<file path="src/rtl/i2c_step_pkg.sv">
package i2c_step_pkg;

    localparam logic [1:0] OFS_CTRL = 2'd0;
    localparam logic [1:0] OFS_SADR = 2'd1;
    localparam logic [1:0] OFS_DATA = 2'd2;
    localparam logic [1:0] OFS_STAT = 2'd3;

    localparam int CTL_GO   = 2;
    localparam int CTL_CONT = 1;
    localparam int STS_DONE = 0;
    localparam int STS_ANAK = 1;
    localparam int STS_DNAK = 2;

    localparam logic [3:0] ACK_SLOT = 4'd8;

    typedef enum logic [2:0] {
        ST_IDLE, ST_START, ST_ADDR, ST_DATA, ST_STOP, ST_HOLD
    } eng_state_e;

    typedef struct packed {
        eng_state_e  st;
        logic [1:0]  ph;
        logic [3:0]  bitn;
        logic [7:0]  shreg;
        logic        scl_low;
        logic        sda_low;
        logic        nak;
    } eng_regs_t;

    typedef struct packed {
        logic       go;
        logic       cont;
        logic [7:0] sadr;
        logic [7:0] data;
        logic       done;
        logic       anak;
        logic       dnak;
    } ctl_regs_t;

endpackage

</file>
<file path="src/rtl/i2c_step_tick.sv">
module i2c_step_tick #(
    parameter int QTR_DIV = 5
) (
    input  logic clk,
    input  logic rst_n,
    input  logic run,
    output logic tick
);
    localparam int CW = (QTR_DIV > 1) ? $clog2(QTR_DIV) : 1;
    localparam logic [CW-1:0] LAST = CW'(QTR_DIV - 1);

    logic [CW-1:0] cnt_d, cnt_q;

    always_comb begin
        tick  = run && (cnt_q == LAST);
        cnt_d = cnt_q;
        if (!run || tick) cnt_d = '0;
        else              cnt_d = cnt_q + 1'b1;
    end

    always_ff @(posedge clk or negedge rst_n) begin
        if (!rst_n) cnt_q <= '0;
        else        cnt_q <= cnt_d;
    end
endmodule

</file>
<file path="src/rtl/i2c_step_engine.sv">
module i2c_step_engine
    import i2c_step_pkg::*;
(
    input  logic       clk,
    input  logic       rst_n,
    input  logic       tick,
    input  logic       go,
    input  logic       cont,
    input  logic [7:0] addr_byte,
    input  logic [7:0] data_byte,
    input  logic       sda_in,
    output logic       scl_low,
    output logic       sda_low,
    output logic       busy,
    output logic       hold,
    output logic       in_byte,
    output logic       step_done,
    output logic       addr_nak_set,
    output logic       data_nak_set
);
    localparam eng_regs_t ENG_RST = '{st: ST_IDLE, ph: 2'd0, bitn: 4'd0,
                                      shreg: 8'd0, scl_low: 1'b0,
                                      sda_low: 1'b0, nak: 1'b0};

    eng_regs_t d, q;

    assign scl_low = q.scl_low;
    assign sda_low = q.sda_low;
    assign busy    = (q.st != ST_IDLE) && (q.st != ST_HOLD);
    assign hold    = (q.st == ST_HOLD);
    assign in_byte = (q.st == ST_ADDR) || (q.st == ST_DATA);

    always_comb begin
        d            = q;
        step_done    = 1'b0;
        addr_nak_set = 1'b0;
        data_nak_set = 1'b0;
        case (q.st)
            ST_IDLE: begin
                d.scl_low = 1'b0;
                d.sda_low = 1'b0;
                if (go) begin
                    d.st = ST_START;
                    d.ph = 2'd0;
                end
            end
            ST_HOLD: begin
                d.scl_low = 1'b1;
                if (go) begin
                    d.st    = ST_DATA;
                    d.ph    = 2'd0;
                    d.bitn  = 4'd0;
                    d.shreg = data_byte;
                end
            end
            ST_START: if (tick) begin
                case (q.ph)
                    2'd0:    begin d.sda_low = 1'b1; d.ph = 2'd1; end
                    2'd1:    begin d.scl_low = 1'b1; d.ph = 2'd2; end
                    default: begin
                        d.st    = ST_ADDR;
                        d.ph    = 2'd0;
                        d.bitn  = 4'd0;
                        d.shreg = addr_byte;
                    end
                endcase
            end
            ST_ADDR, ST_DATA: if (tick) begin
                case (q.ph)
                    2'd0: begin
                        d.sda_low = (q.bitn == ACK_SLOT) ? 1'b0 : !q.shreg[7];
                        d.ph      = 2'd1;
                    end
                    2'd1: begin d.scl_low = 1'b0; d.ph = 2'd2; end
                    2'd2: begin
                        if (q.bitn == ACK_SLOT) d.nak = sda_in;
                        d.ph = 2'd3;
                    end
                    default: begin
                        d.scl_low = 1'b1;
                        d.ph      = 2'd0;
                        if (q.bitn != ACK_SLOT) begin
                            d.bitn  = q.bitn + 4'd1;
                            d.shreg = {q.shreg[6:0], 1'b0};
                        end else if (q.st == ST_ADDR) begin
                            addr_nak_set = q.nak;
                            d.st         = ST_DATA;
                            d.bitn       = 4'd0;
                            d.shreg      = data_byte;
                        end else begin
                            data_nak_set = q.nak;
                            step_done    = 1'b1;
                            d.st         = cont ? ST_HOLD : ST_STOP;
                        end
                    end
                endcase
            end
            ST_STOP: if (tick) begin
                case (q.ph)
                    2'd0:    begin d.sda_low = 1'b1; d.ph = 2'd1; end
                    2'd1:    begin d.scl_low = 1'b0; d.ph = 2'd2; end
                    2'd2:    begin d.sda_low = 1'b0; d.ph = 2'd3; end
                    default: begin d.st = ST_IDLE;   d.ph = 2'd0; end
                endcase
            end
            default: d = ENG_RST;
        endcase
    end

    always_ff @(posedge clk or negedge rst_n) begin
        if (!rst_n) q <= ENG_RST;
        else        q <= d;
    end
endmodule

</file>
<file path="src/rtl/i2c_step_regs.sv">
module i2c_step_regs
    import i2c_step_pkg::*;
(
    input  logic       clk,
    input  logic       rst_n,
    input  logic       wr,
    input  logic [1:0] addr,
    input  logic [7:0] wdata,
    input  logic       busy,
    input  logic       step_done,
    input  logic       addr_nak_set,
    input  logic       data_nak_set,
    output logic [7:0] rdata,
    output logic       go,
    output logic       cont,
    output logic       done,
    output logic [7:0] slv_addr,
    output logic [7:0] tx_data
);
    ctl_regs_t d, q;

    assign go       = q.go;
    assign cont     = q.cont;
    assign done     = q.done;
    assign slv_addr = q.sadr;
    assign tx_data  = q.data;

    always_comb begin
        d = q;
        if (wr) begin
            case (addr)
                OFS_CTRL: if (!busy) begin
                    d.go   = wdata[CTL_GO];
                    d.cont = wdata[CTL_CONT];
                end
                OFS_SADR: d.sadr = wdata;
                OFS_DATA: d.data = wdata;
                default: begin
                    if (wdata[STS_DONE]) d.done = 1'b0;
                    if (wdata[STS_ANAK]) d.anak = 1'b0;
                    if (wdata[STS_DNAK]) d.dnak = 1'b0;
                end
            endcase
        end
        if (step_done) begin
            d.go   = 1'b0;
            d.done = 1'b1;
        end
        if (addr_nak_set) d.anak = 1'b1;
        if (data_nak_set) d.dnak = 1'b1;
    end

    always_comb begin
        rdata = 8'd0;
        case (addr)
            OFS_CTRL: begin
                rdata[CTL_GO]   = q.go;
                rdata[CTL_CONT] = q.cont;
            end
            OFS_SADR: rdata = q.sadr;
            OFS_DATA: rdata = q.data;
            default: begin
                rdata[STS_DONE] = q.done;
                rdata[STS_ANAK] = q.anak;
                rdata[STS_DNAK] = q.dnak;
            end
        endcase
    end

    always_ff @(posedge clk or negedge rst_n) begin
        if (!rst_n) q <= '0;
        else        q <= d;
    end
endmodule

</file>
<file path="src/rtl/i2c_step_master.sv">
module i2c_step_master #(
    parameter int QTR_DIV = 5
) (
    input  logic       clk,
    input  logic       rst_n,
    input  logic       reg_wr,
    input  logic [1:0] reg_addr,
    input  logic [7:0] reg_wdata,
    output logic [7:0] reg_rdata,
    input  logic       sda_in,
    output logic       scl_drive_low,
    output logic       sda_drive_low
);
    logic       tick, busy, hold, in_byte, step_done;
    logic       addr_nak_set, data_nak_set;
    logic       go, cont, done;
    logic [7:0] slv_addr, tx_data;

    i2c_step_regs regs_i (
        .clk(clk), .rst_n(rst_n), .wr(reg_wr), .addr(reg_addr),
        .wdata(reg_wdata), .busy(busy), .step_done(step_done),
        .addr_nak_set(addr_nak_set), .data_nak_set(data_nak_set),
        .rdata(reg_rdata), .go(go), .cont(cont), .done(done),
        .slv_addr(slv_addr), .tx_data(tx_data)
    );

    i2c_step_tick #(.QTR_DIV(QTR_DIV)) tick_i (
        .clk(clk), .rst_n(rst_n), .run(busy), .tick(tick)
    );

    i2c_step_engine eng_i (
        .clk(clk), .rst_n(rst_n), .tick(tick), .go(go), .cont(cont),
        .addr_byte(slv_addr), .data_byte(tx_data), .sda_in(sda_in),
        .scl_low(scl_drive_low), .sda_low(sda_drive_low),
        .busy(busy), .hold(hold), .in_byte(in_byte),
        .step_done(step_done), .addr_nak_set(addr_nak_set),
        .data_nak_set(data_nak_set)
    );
endmodule

</file>
<file path="config.mk">
export PLATFORM = sky130hd
export DESIGN_NAME = i2c_step_master
export DESIGN_NICKNAME = d
export VERILOG_FILES = /design/src/rtl/i2c_step_pkg.sv /design/src/rtl/i2c_step_tick.sv /design/src/rtl/i2c_step_engine.sv /design/src/rtl/i2c_step_regs.sv /design/src/rtl/i2c_step_master.sv
export SDC_FILE = /design/constraint.sdc
export NUM_CORES = 1
export LEC_CHECK = 0
export BUFFER_PORTS_ARGS = -buffer_cell sky130_fd_sc_hd__buf_4
export CORE_MARGIN = 8
export CORE_UTILIZATION = 56
export DETAILED_ROUTE_END_ITERATION = 8
export PLACE_DENSITY = 0.76
export REMOVE_ABC_BUFFERS = 1
export SLEW_MARGIN = 20
export SYNTH_ARGS = -nofsm -noshare
export SYNTH_HDL_FRONTEND = slang
export SYNTH_HIERARCHICAL = 1
export SYNTH_SLANG_ARGS = --single-unit
export TNS_END_PERCENT = 20
</file>
<file path="constraint.sdc">
create_clock -name clk -period 3.4 [get_ports clk]
set_clock_uncertainty 0.05 [all_clocks]
set_input_delay 0.34 -clock clk [delete_from_list [all_inputs] [get_ports clk]]
set_output_delay 0.34 -clock clk [all_outputs]
set_load 0.02 [all_outputs]
</file>
==> reports/metrics.cfg, run 1 <==
[status]
outcome = finished clean

[sta]
slew-limit-headroom_pct = 54.09
period_minus_slack_ps = 2444
finalSetupViolCount = 0
tns_ps = 0
worst_slew_pin_slew_ps = 682.3
timing.final.crit_share_pct = 71.88
grt_setup_unrepaired = no
maxSlewViolCount = 0
fmax_mhz = 409.2
finalHoldViolCount = 0
hold_ws_ps = 231.6

[worst_setup_path]
r2r-start = eng_i/q[17]
crit_arrival_ps = 2630
required_ps = 3580
cp_max_fo = 13
reg2reg_slack_ps = 960
r2r-end = regs_i/q[0]
path_class = reg2reg
cp-end-kind = flip-flop
startpoint_type = flip-flop
rr_worst_depth = 9

[clocking]
clk_pin_slew_ps = 80
cts-buffers-inserted = 5
clockBufferDepth = 2
clock-sinks = 44
ctsResizeCount = 0
htreeDepth = 2
cts_tree = yes
insertion_delay_ps = 290
post-cts-setup-buffers = 0
ctsRootBufferMaster = clkbuf_8
postCtsHoldBufs = 1

[placed_design]
portBuffers = 23
hpwlAfterDp_um = 3935
dpl.cell_count = 307
place_congestion = 0.8768

[synthesis]
synth_cells = 254
yosysWarnings = 6
synth.avg_cell_area_um2 = 10.53
synth_area_mm2 = 0.002675

[global_route]
grt_use_total_pct = 15.37
grt_overflow = 0
antenna_found_initial = 0
grt_pass1_wl_um = 9052
grt_max_degree = 45
first_global_vias = 1934

[detailed_routing]
drtPass1Iterations = 5
routed_wl_um = 5415
drcViolationCount = 0
first_iter_violations = 198
routedWlPerCell_um = 17.14
route.vias.total = 1951
viasPerCell = 6.174
ant_nets = 0

[die]
ios = 24
core_area_mm2 = 0.004661
initial_utilization_pct = 57.40
std_cell_rows = 25
dieArea_mm2 = 0.007245
die_w_um = 85.12
die_y_um = 85.12

[final_layout]
fin_nets = 288
final_core_utilization_pct = 61.34
fillers = 387
fin_cells = 316
drive_above_1_share_pct = 24.81
antennaDiodeCount = 0
syn_to_final_growth_pct = 6.875

[pwr]
design_power_total_w = 0.002124
ir_drop_uv = 417.7
powerDensity_mw_per_mm2 = 743.1
p_leak_nw = 1.281

[worst_hold_path]
timing.hold.worst.class = in2reg
hp-start = reg_wdata[6]
hold_end = regs_i/slv_addr[6]
hold_depth = 2

[run]
drv_cap = 0

-- worst max-delay path, stage by stage (launching register included) --
cell     delay (ps)
dfrtp_1         600
xnor2_1         170
nand2_1         150
inv_1            70
nor2_1          100
buf_4           160
nand2_1         160
nor4_1          620
and2_1          230
a21o_1           80
-- registers in the layout, indices dropped and copies added (netlist names) --
name and cells:
eng_i/q 18, regs_i/slv_addr 8, regs_i/tx_data 8, tick_i/cnt_q 3, regs_i/q 2, eng_i/scl_low 1, eng_i/sda_low 1, regs_i/cont 1
regs_i/done 1, regs_i/go 1
-- layout make-up --
| cell class | instances | area (µm²) | area share (%) |
|---|---|---|---|
| Clock buffer | 5 | 68.82 | 2.407 |
| Clock inverter | 3 | 42.54 | 1.488 |
| Inverter | 16 | 62.56 | 2.188 |
| Multi-Input combinational cell | 167 | 1311 | 45.86 |
| Sequential cell | 44 | 1101 | 38.51 |
| Tap cell | 54 | 67.56 | 2.363 |
| Timing Repair Buffer | 27 | 205.2 | 7.177 |
-- through the flow --
| step | instance area (µm²) | setup WS [ps] |
|---|---|---|
| 2_1_floorplan | 2475 | 948.5 |
| 3_3_place_gp | 2738 | 1082 |
| 3_5_place_dp | 2738 | 1011 |
| 4_1_cts | 2859 | 990.0 |
| 5_1_grt | 2859 | 713.5 |
| 6_report | 2859 | 956.2 |
-- per-layer routing --
metal  track usage, %  wire, µm  vias to the layer above
li1                 -         -                      922
met1            20.69      2553                      967
met2            23.72      2523                       57
met3            3.089       267                        5
met4            5.502        71                        0
met5                0         0                        -
-- placed cells by master (no fill, tap or decap), types with 2 or more instances in the layout --
cell type,instances
o21a_1,2
nand2_1,12
nand3_1,5
and3_1,6
inv_1,15
nand2b_1,7
o2bb2ai_1,8
o22ai_1,4
a21o_1,5
clkbuf_8,5
a22oi_1,7
a21oi_1,7
ha_1,13
a31oi_1,2
mux2i_1,3
nand2_2,2
nor2b_1,5
dfrtp_1,44
nor3_1,2
a222oi_1,9
o31ai_1,3
nor2_1,9
o41ai_1,2
o21ai_0,12
a22o_1,2
buf_4,26
mux2_2,19
-- power by group --
part / internal [W] / switching [W]
Combinational: 0.000395 / 0.000538
Sequential: 0.000666 / 0.000128
Clock: 0.000217 / 0.000180
Total: 0.00128 / 0.000846
-- worst max-delay path by stage --
stage | startpoint | to | slack (ps) | cells after the start
global placement | eng_i/q[17] | eng_i/q[13] | 1080 | 10
floorplan | eng_i/q[18] | eng_i/q[13] | 950 | 9
finish | eng_i/q[17] | regs_i/q[0] | 960 | 9
CTS | eng_i/q[17] | regs_i/q[0] | 990 | 9
global route | eng_i/q[17] | regs_i/q[0] | 710 | 9
detailed placement | eng_i/q[17] | regs_i/go | 1010 | 9
No activity file was read; power rests on OpenSTA's default activity.
==> run 2, diff against run 1 <==
CORE_UTILIZATION = 54   (was 56)
clock period = 1.97 ns   (was 3.4 ns; I/O delays follow)
==> run 2 against run 1 <==
  * Register-to-register slack lost 940 ps
  * Total power up 84%
  * First-iteration DRC count down 14%
  * Sequential share of layout area decreased by 2.5 points
  * Non-clock buffer count rose by 18
  * Critical path type unchanged
==> reports/metrics.cfg, run 2 (same netlist as run 1, synthesis figures left out) <==
[clocking]
cts-buffers-inserted = 5
clockBufferDepth = 2
clock-sinks = 44
insertion_delay_ps = 300
clk_pin_slew_ps = 80
ctsRootBufferMaster = clkbuf_8
htreeDepth = 2
cts_tree = yes

[sta]
slew-limit-headroom_pct = 63.62
grt_setup_unrepaired = yes
finalHoldViolCount = 0
hold_ws_ps = 85.43
worst_slew_pin_slew_ps = 545.8
fmax_mhz = 512.5
period_minus_slack_ps = 1951
timing.final.crit_share_pct = 99.04
finalSetupViolCount = 0
maxSlewViolCount = 0
setup_slack_ps = 18.85

[detailed_routing]
route.vias.total = 2014
routed_wl_um = 5788
drtPass1Iterations = 4
routedWlPerCell_um = 16.73
first_iter_violations = 170
viasPerCell = 5.821
ant_nets = 0
drcViolationCount = 0

[placed_design]
dp_slack_ps = -179.9
portBuffers = 23
hpwlAfterDp_um = 4131
place_congestion = 0.8592

[worst_setup_path]
r2r-start = tick_i/cnt_q[0]
crit_arrival_ps = 2110
path_class = reg2reg
r2r-end = eng_i/q[13]
startpoint_type = flip-flop
cp_max_fo = 10
reg2reg_slack_ps = 20
rr_worst_depth = 9
required_ps = 2130
cp-end-kind = flip-flop

[worst_hold_path]
hp-start = reg_wdata[6]
hold_end = regs_i/slv_addr[6]
hold_depth = 2
timing.hold.worst.class = in2reg

[global_route]
grt_use_total_pct = 15.71
grt_overflow = 0
antenna_found_initial = 0
grt_pass1_wl_um = 9411
first_global_vias = 2005
grt_max_degree = 45

[die]
core_area_mm2 = 0.004755
die_y_um = 86.39
ios = 24
dieArea_mm2 = 0.007462
die_w_um = 86.39
std_cell_rows = 25
initial_utilization_pct = 56.26

[final_layout]
fin_nets = 306
fillers = 399
largest_reg_flops = 18
most-common-layout-cells = buf_4, dfrtp_1, mux2_2, inv_1, ha_1
multiInputGateArea_mm2 = 0.001386
regMostFlops = eng_i/q
final_core_utilization_pct = 64.26
drive_above_1_share_pct = 34.41
syn_to_final_growth_pct = 14.22
regArea_mm2 = 0.001101
antennaDiodeCount = 0

[pwr]
power.switching_w = 0.001581
sw_frac_of_total_pct = 40.52
design_power_total_w = 0.003902
ir_drop_uv = 729.7
intPower_w = 0.002321
clkPwrFrac_pct = 13.9
seq_power_share_pct = 34.6
powerDensity_mw_per_mm2 = 1277
pwr-share-comb_pct = 51.6
p_leak_nw = 1.367

[status]
outcome = finished clean

[run]
drv_cap = 0

==> run 2: cell count changes in the layout (fill, tap and decap cells not counted), sizes merged <==
cell | before | now
bufinv | 1 | 0
buf | 26 | 44
==> run 2: power by group through the flow <==
stage	combinational, W	clock [W]	sequential, W
2_1_floorplan	0.00112	0	0.00138
3_3_place_gp	0.00175	0	0.00134
3_5_place_dp	0.00180	0	0.00134
4_1_cts	0.00185	0.000552	0.00133
5_1_grt	0.00219	0.000594	0.00138
6_report	0.00201	0.000541	0.00135
==> run 2: stage by stage <==
stage / area [µm²] / std cells / TNS [ps]
2_1_floorplan: 2475 / 227 / -7380
3_3_place_gp: 2859 / 334 / -59.73
3_5_place_dp: 2859 / 334 / -1780
4_1_cts: 2968 / 342 / 0
5_1_grt: 3055 / 346 / -632.0
6_report: 3055 / 346 / 0
==> run 2: metal layers <==
| layer | wire length (µm) | share of wire, % | vias up | global-route usage, % |
|---|---|---|---|---|
| li1 | - | - | 966 | - |
| met1 | 2667 | 46 | 988 | 20.73 |
| met2 | 2788 | 48 | 51 | 24.38 |
| met3 | 226 | 3.9 | 9 | 3.592 |
| met4 | 106 | 1.8 | 0 | 5.790 |
| met5 | 0 | 0 | - | 0 |
==> run 2: cell type report <==
| type | count | area share [%] |
|---|---|---|
| clock buffers | 5 | 2.252 |
| multi-input cells | 167 | 45.37 |
| flip-flops and latches | 44 | 36.04 |
| clock inverters | 2 | 0.4095 |
| well taps | 67 | 2.744 |
| inverters | 16 | 2.048 |
| repair buffers | 45 | 11.14 |
==> run 2: worst max-delay path: stages, from the launching register on <==
cell	delay, ps
dfrtp_1	400
inv_2	60
ha_2	170
nand2_2	70
nor2_4	150
nand2b_1	110
o21ai_2	220
nand3_4	100
or2_4	310
o31ai_4	220
==> run 2: what timing repair did <==
item	in CTS	in global routing
endpoints found under the hold margin	44	0
hold buffers	1	0
buffers inserted	0	4
setup endpoints to repair	16	16
cloned	0	0
resized for setup	4	14
pin swaps	0	17
==> run 2: worst max-delay path by stage <==
| stage | from | to | slack (ps) |
|---|---|---|---|
| floorplan | eng_i/q[18] | eng_i/q[13] | -480 |
| global placement | eng_i/q[17] | eng_i/q[13] | -30 |
| detailed placement | tick_i/cnt_q[0] | eng_i/q[13] | -180 |
| CTS | tick_i/cnt_q[0] | eng_i/q[17] | 6 |
| global route | eng_i/q[17] | eng_i/q[6] | -70 |
| finish | tick_i/cnt_q[0] | eng_i/q[13] | 20 |
==> run 3, diff against run 2 <==
SETUP_SLACK_MARGIN = 0.5   (was default)
==> run 3 against run 2 <==
  * The run now ends with setup timing left
  * Core utilization rose by 2.4 points
  * Final area rose by 3.8%
  * Total power rose by 5.5%
  * Final cell count rose by 0.58%
  * Register-to-register slack got worse by 40 ps
  * Count of clock-buffer cells in the layout did not move
  * Sequential power barely moved
  * Clock power barely moved
  * Maximum frequency fell by 1.8%
  * Sequential share of layout area fell by 1.3 points
  * Largest cell class unchanged
==> reports/metrics.cfg, run 3 (same netlist as run 1, synthesis figures left out) <==
[worst_setup_path]
cp-end-kind = flip-flop
reg2reg_slack_ps = -20
r2r-start = eng_i/q[12]
cp_max_fo = 7
startpoint_type = flip-flop
startpoint = eng_i/q[12]
required_ps = 2090
crit_arrival_ps = 2100
path_class = reg2reg

[die]
ios = 24
initial_utilization_pct = 56.26
dieArea_mm2 = 0.007462
die_y_um = 86.39
core_area_mm2 = 0.004755
std_cell_rows = 25
die_w_um = 86.39

[sta]
slew-limit-headroom_pct = 63.69
period_minus_slack_ps = 1987
worst_slew_pin_slew_ps = 544.7
maxSlewViolCount = 0
grt_setup_unrepaired = yes
finalHoldViolCount = 0
timing.final.crit_share_pct = 100.9
finalSetupViolCount = 1
fmax_mhz = 503.2
setup_slack_ps = -17.39

[final_layout]
syn_to_final_growth_pct = 18.57
fin_nets = 308
regMostFlops = eng_i/q
fillers = 369
drive_above_1_share_pct = 40.57
most-common-layout-cells = dfrtp_1, buf_4, mux2_2, inv_1, nand2_1
largest_reg_flops = 18
antennaDiodeCount = 0
fin_cells = 348
postLayoutCellArea_mm2 = 0.003172
final_common_cell = dfrtp_1

[clocking]
cts-buffers-inserted = 5
cts_tree = yes
clock-sinks = 44
insertion_delay_ps = 300
clk_pin_slew_ps = 80
ctsRootBufferMaster = clkbuf_8
htreeDepth = 2
clockBufferDepth = 2

[placed_design]
hpwlAfterDp_um = 4131
dp_slack_ps = -179.9
portBuffers = 23
placed_area_mm2 = 0.002859
dpl.cell_count = 334
place_congestion = 0.8592

[detailed_routing]
routedWlPerCell_um = 17.78
drcViolationCount = 0
first_iter_violations = 157
viasPerCell = 5.931
routed_wl_um = 6189
drtPass1Iterations = 5
ant_nets = 0
route.vias.total = 2064

[global_route]
grt_overflow = 0
grt_pass1_wl_um = 9777
grt_max_degree = 45
grt_use_total_pct = 16.29
first_global_vias = 2090
antenna_found_initial = 0

[pwr]
ir_drop_uv = 937.4
pwr-share-comb_pct = 53.9
power.switching_w = 0.001691
seq_power_share_pct = 33.0
clkPwrFrac_pct = 13.1
sw_frac_of_total_pct = 41.06
powerDensity_mw_per_mm2 = 1298
intPower_w = 0.002427
p_leak_nw = 1.387

[worst_hold_path]
timing.hold.worst.class = in2reg
hp-start = reg_wdata[6]

[status]
outcome = finished with violations
violations = setup timing

[run]
drv_cap = 0

-- run 3: changes by cell type in the layout (fill, tap and decap cells not counted), sizes merged --
cell  change
buf       +1
or2       +1
-- run 3: worst max-delay path, cell delays in order (launching register included) --
cell       delay, ps
dfrtp_1          420
inv_1             70
ha_2             170
nand2_1           60
nor2_2           250
nor2_1           190
a222oi_1         530
o2bb2ai_2        130
-- run 3: worst paths after layout --
| path | end | cells after the start |
|---|---|---|
| worst max register to register | eng_i/q[6] | 7 |
| min in group asynchronous | tick_i/cnt_q[2] | 2 |
| max in group asynchronous | regs_i/slv_addr[2] | 2 |
| worst max-delay path | eng_i/q[6] | 7 |
| worst min register to register | regs_i/q[1] | 1 |
| worst min-delay path | regs_i/slv_addr[6] | 2 |
-- run 3: final cells by class --
class | count | area [µm²] | area share, %
multi-input combinational | 168 | 1480 | 46.67
sequential | 44 | 1101 | 34.71
timing repair buffer | 46 | 362.8 | 11.44
tap | 67 | 83.83 | 2.643
clock buffer | 5 | 68.82 | 2.170
inverter | 16 | 62.56 | 1.972
clock inverter | 2 | 12.51 | 0.3945
-- run 3: per-stage QoR --
step,power [W],util [%],setup TNS [ps],hold slack (ps)
2_1_floorplan,0.002502,-,-7380,-148.6
3_3_place_gp,0.003087,60.13,-59.73,169.3
3_5_place_dp,0.003141,60.13,-1780,172.0
4_1_cts,0.003904,64.26,0,81.43
5_1_grt,0.004382,66.71,-211.1,80.56
6_report,0.004117,66.71,-17.39,87.98
-- run 3: power groups by stage --
stage	combinational (W)	clock, W	sequential (W)
2_1_floorplan	0.00112	0	0.00138
3_3_place_gp	0.00175	0	0.00134
3_5_place_dp	0.00180	0	0.00134
4_1_cts	0.00202	0.000552	0.00134
5_1_grt	0.00240	0.000593	0.00139
6_report	0.00222	0.000539	0.00136
-- run 3: what timing repair did --
action	4_1_cts	5_1_grt
resized for setup	18	28
hold buffers	1	0
cloned	1	0
pin swaps	18	9
endpoints found under the hold margin	44	0
setup buffers	4	1
setup endpoints to repair	29	33
-- run 3: layer usage --
metal / vias up / part of all wire (%) / global-route usage, % / wire length, µm
met3: 8 / 3.8 / 3.308 / 233
met1: 1024 / 45 / 21.30 / 2758
met2: 62 / 50 / 25.42 / 3097
met4: 0 / 1.6 / 6.886 / 99
li1: 970 / - / - / -
met5: - / 0 / 0 / 0
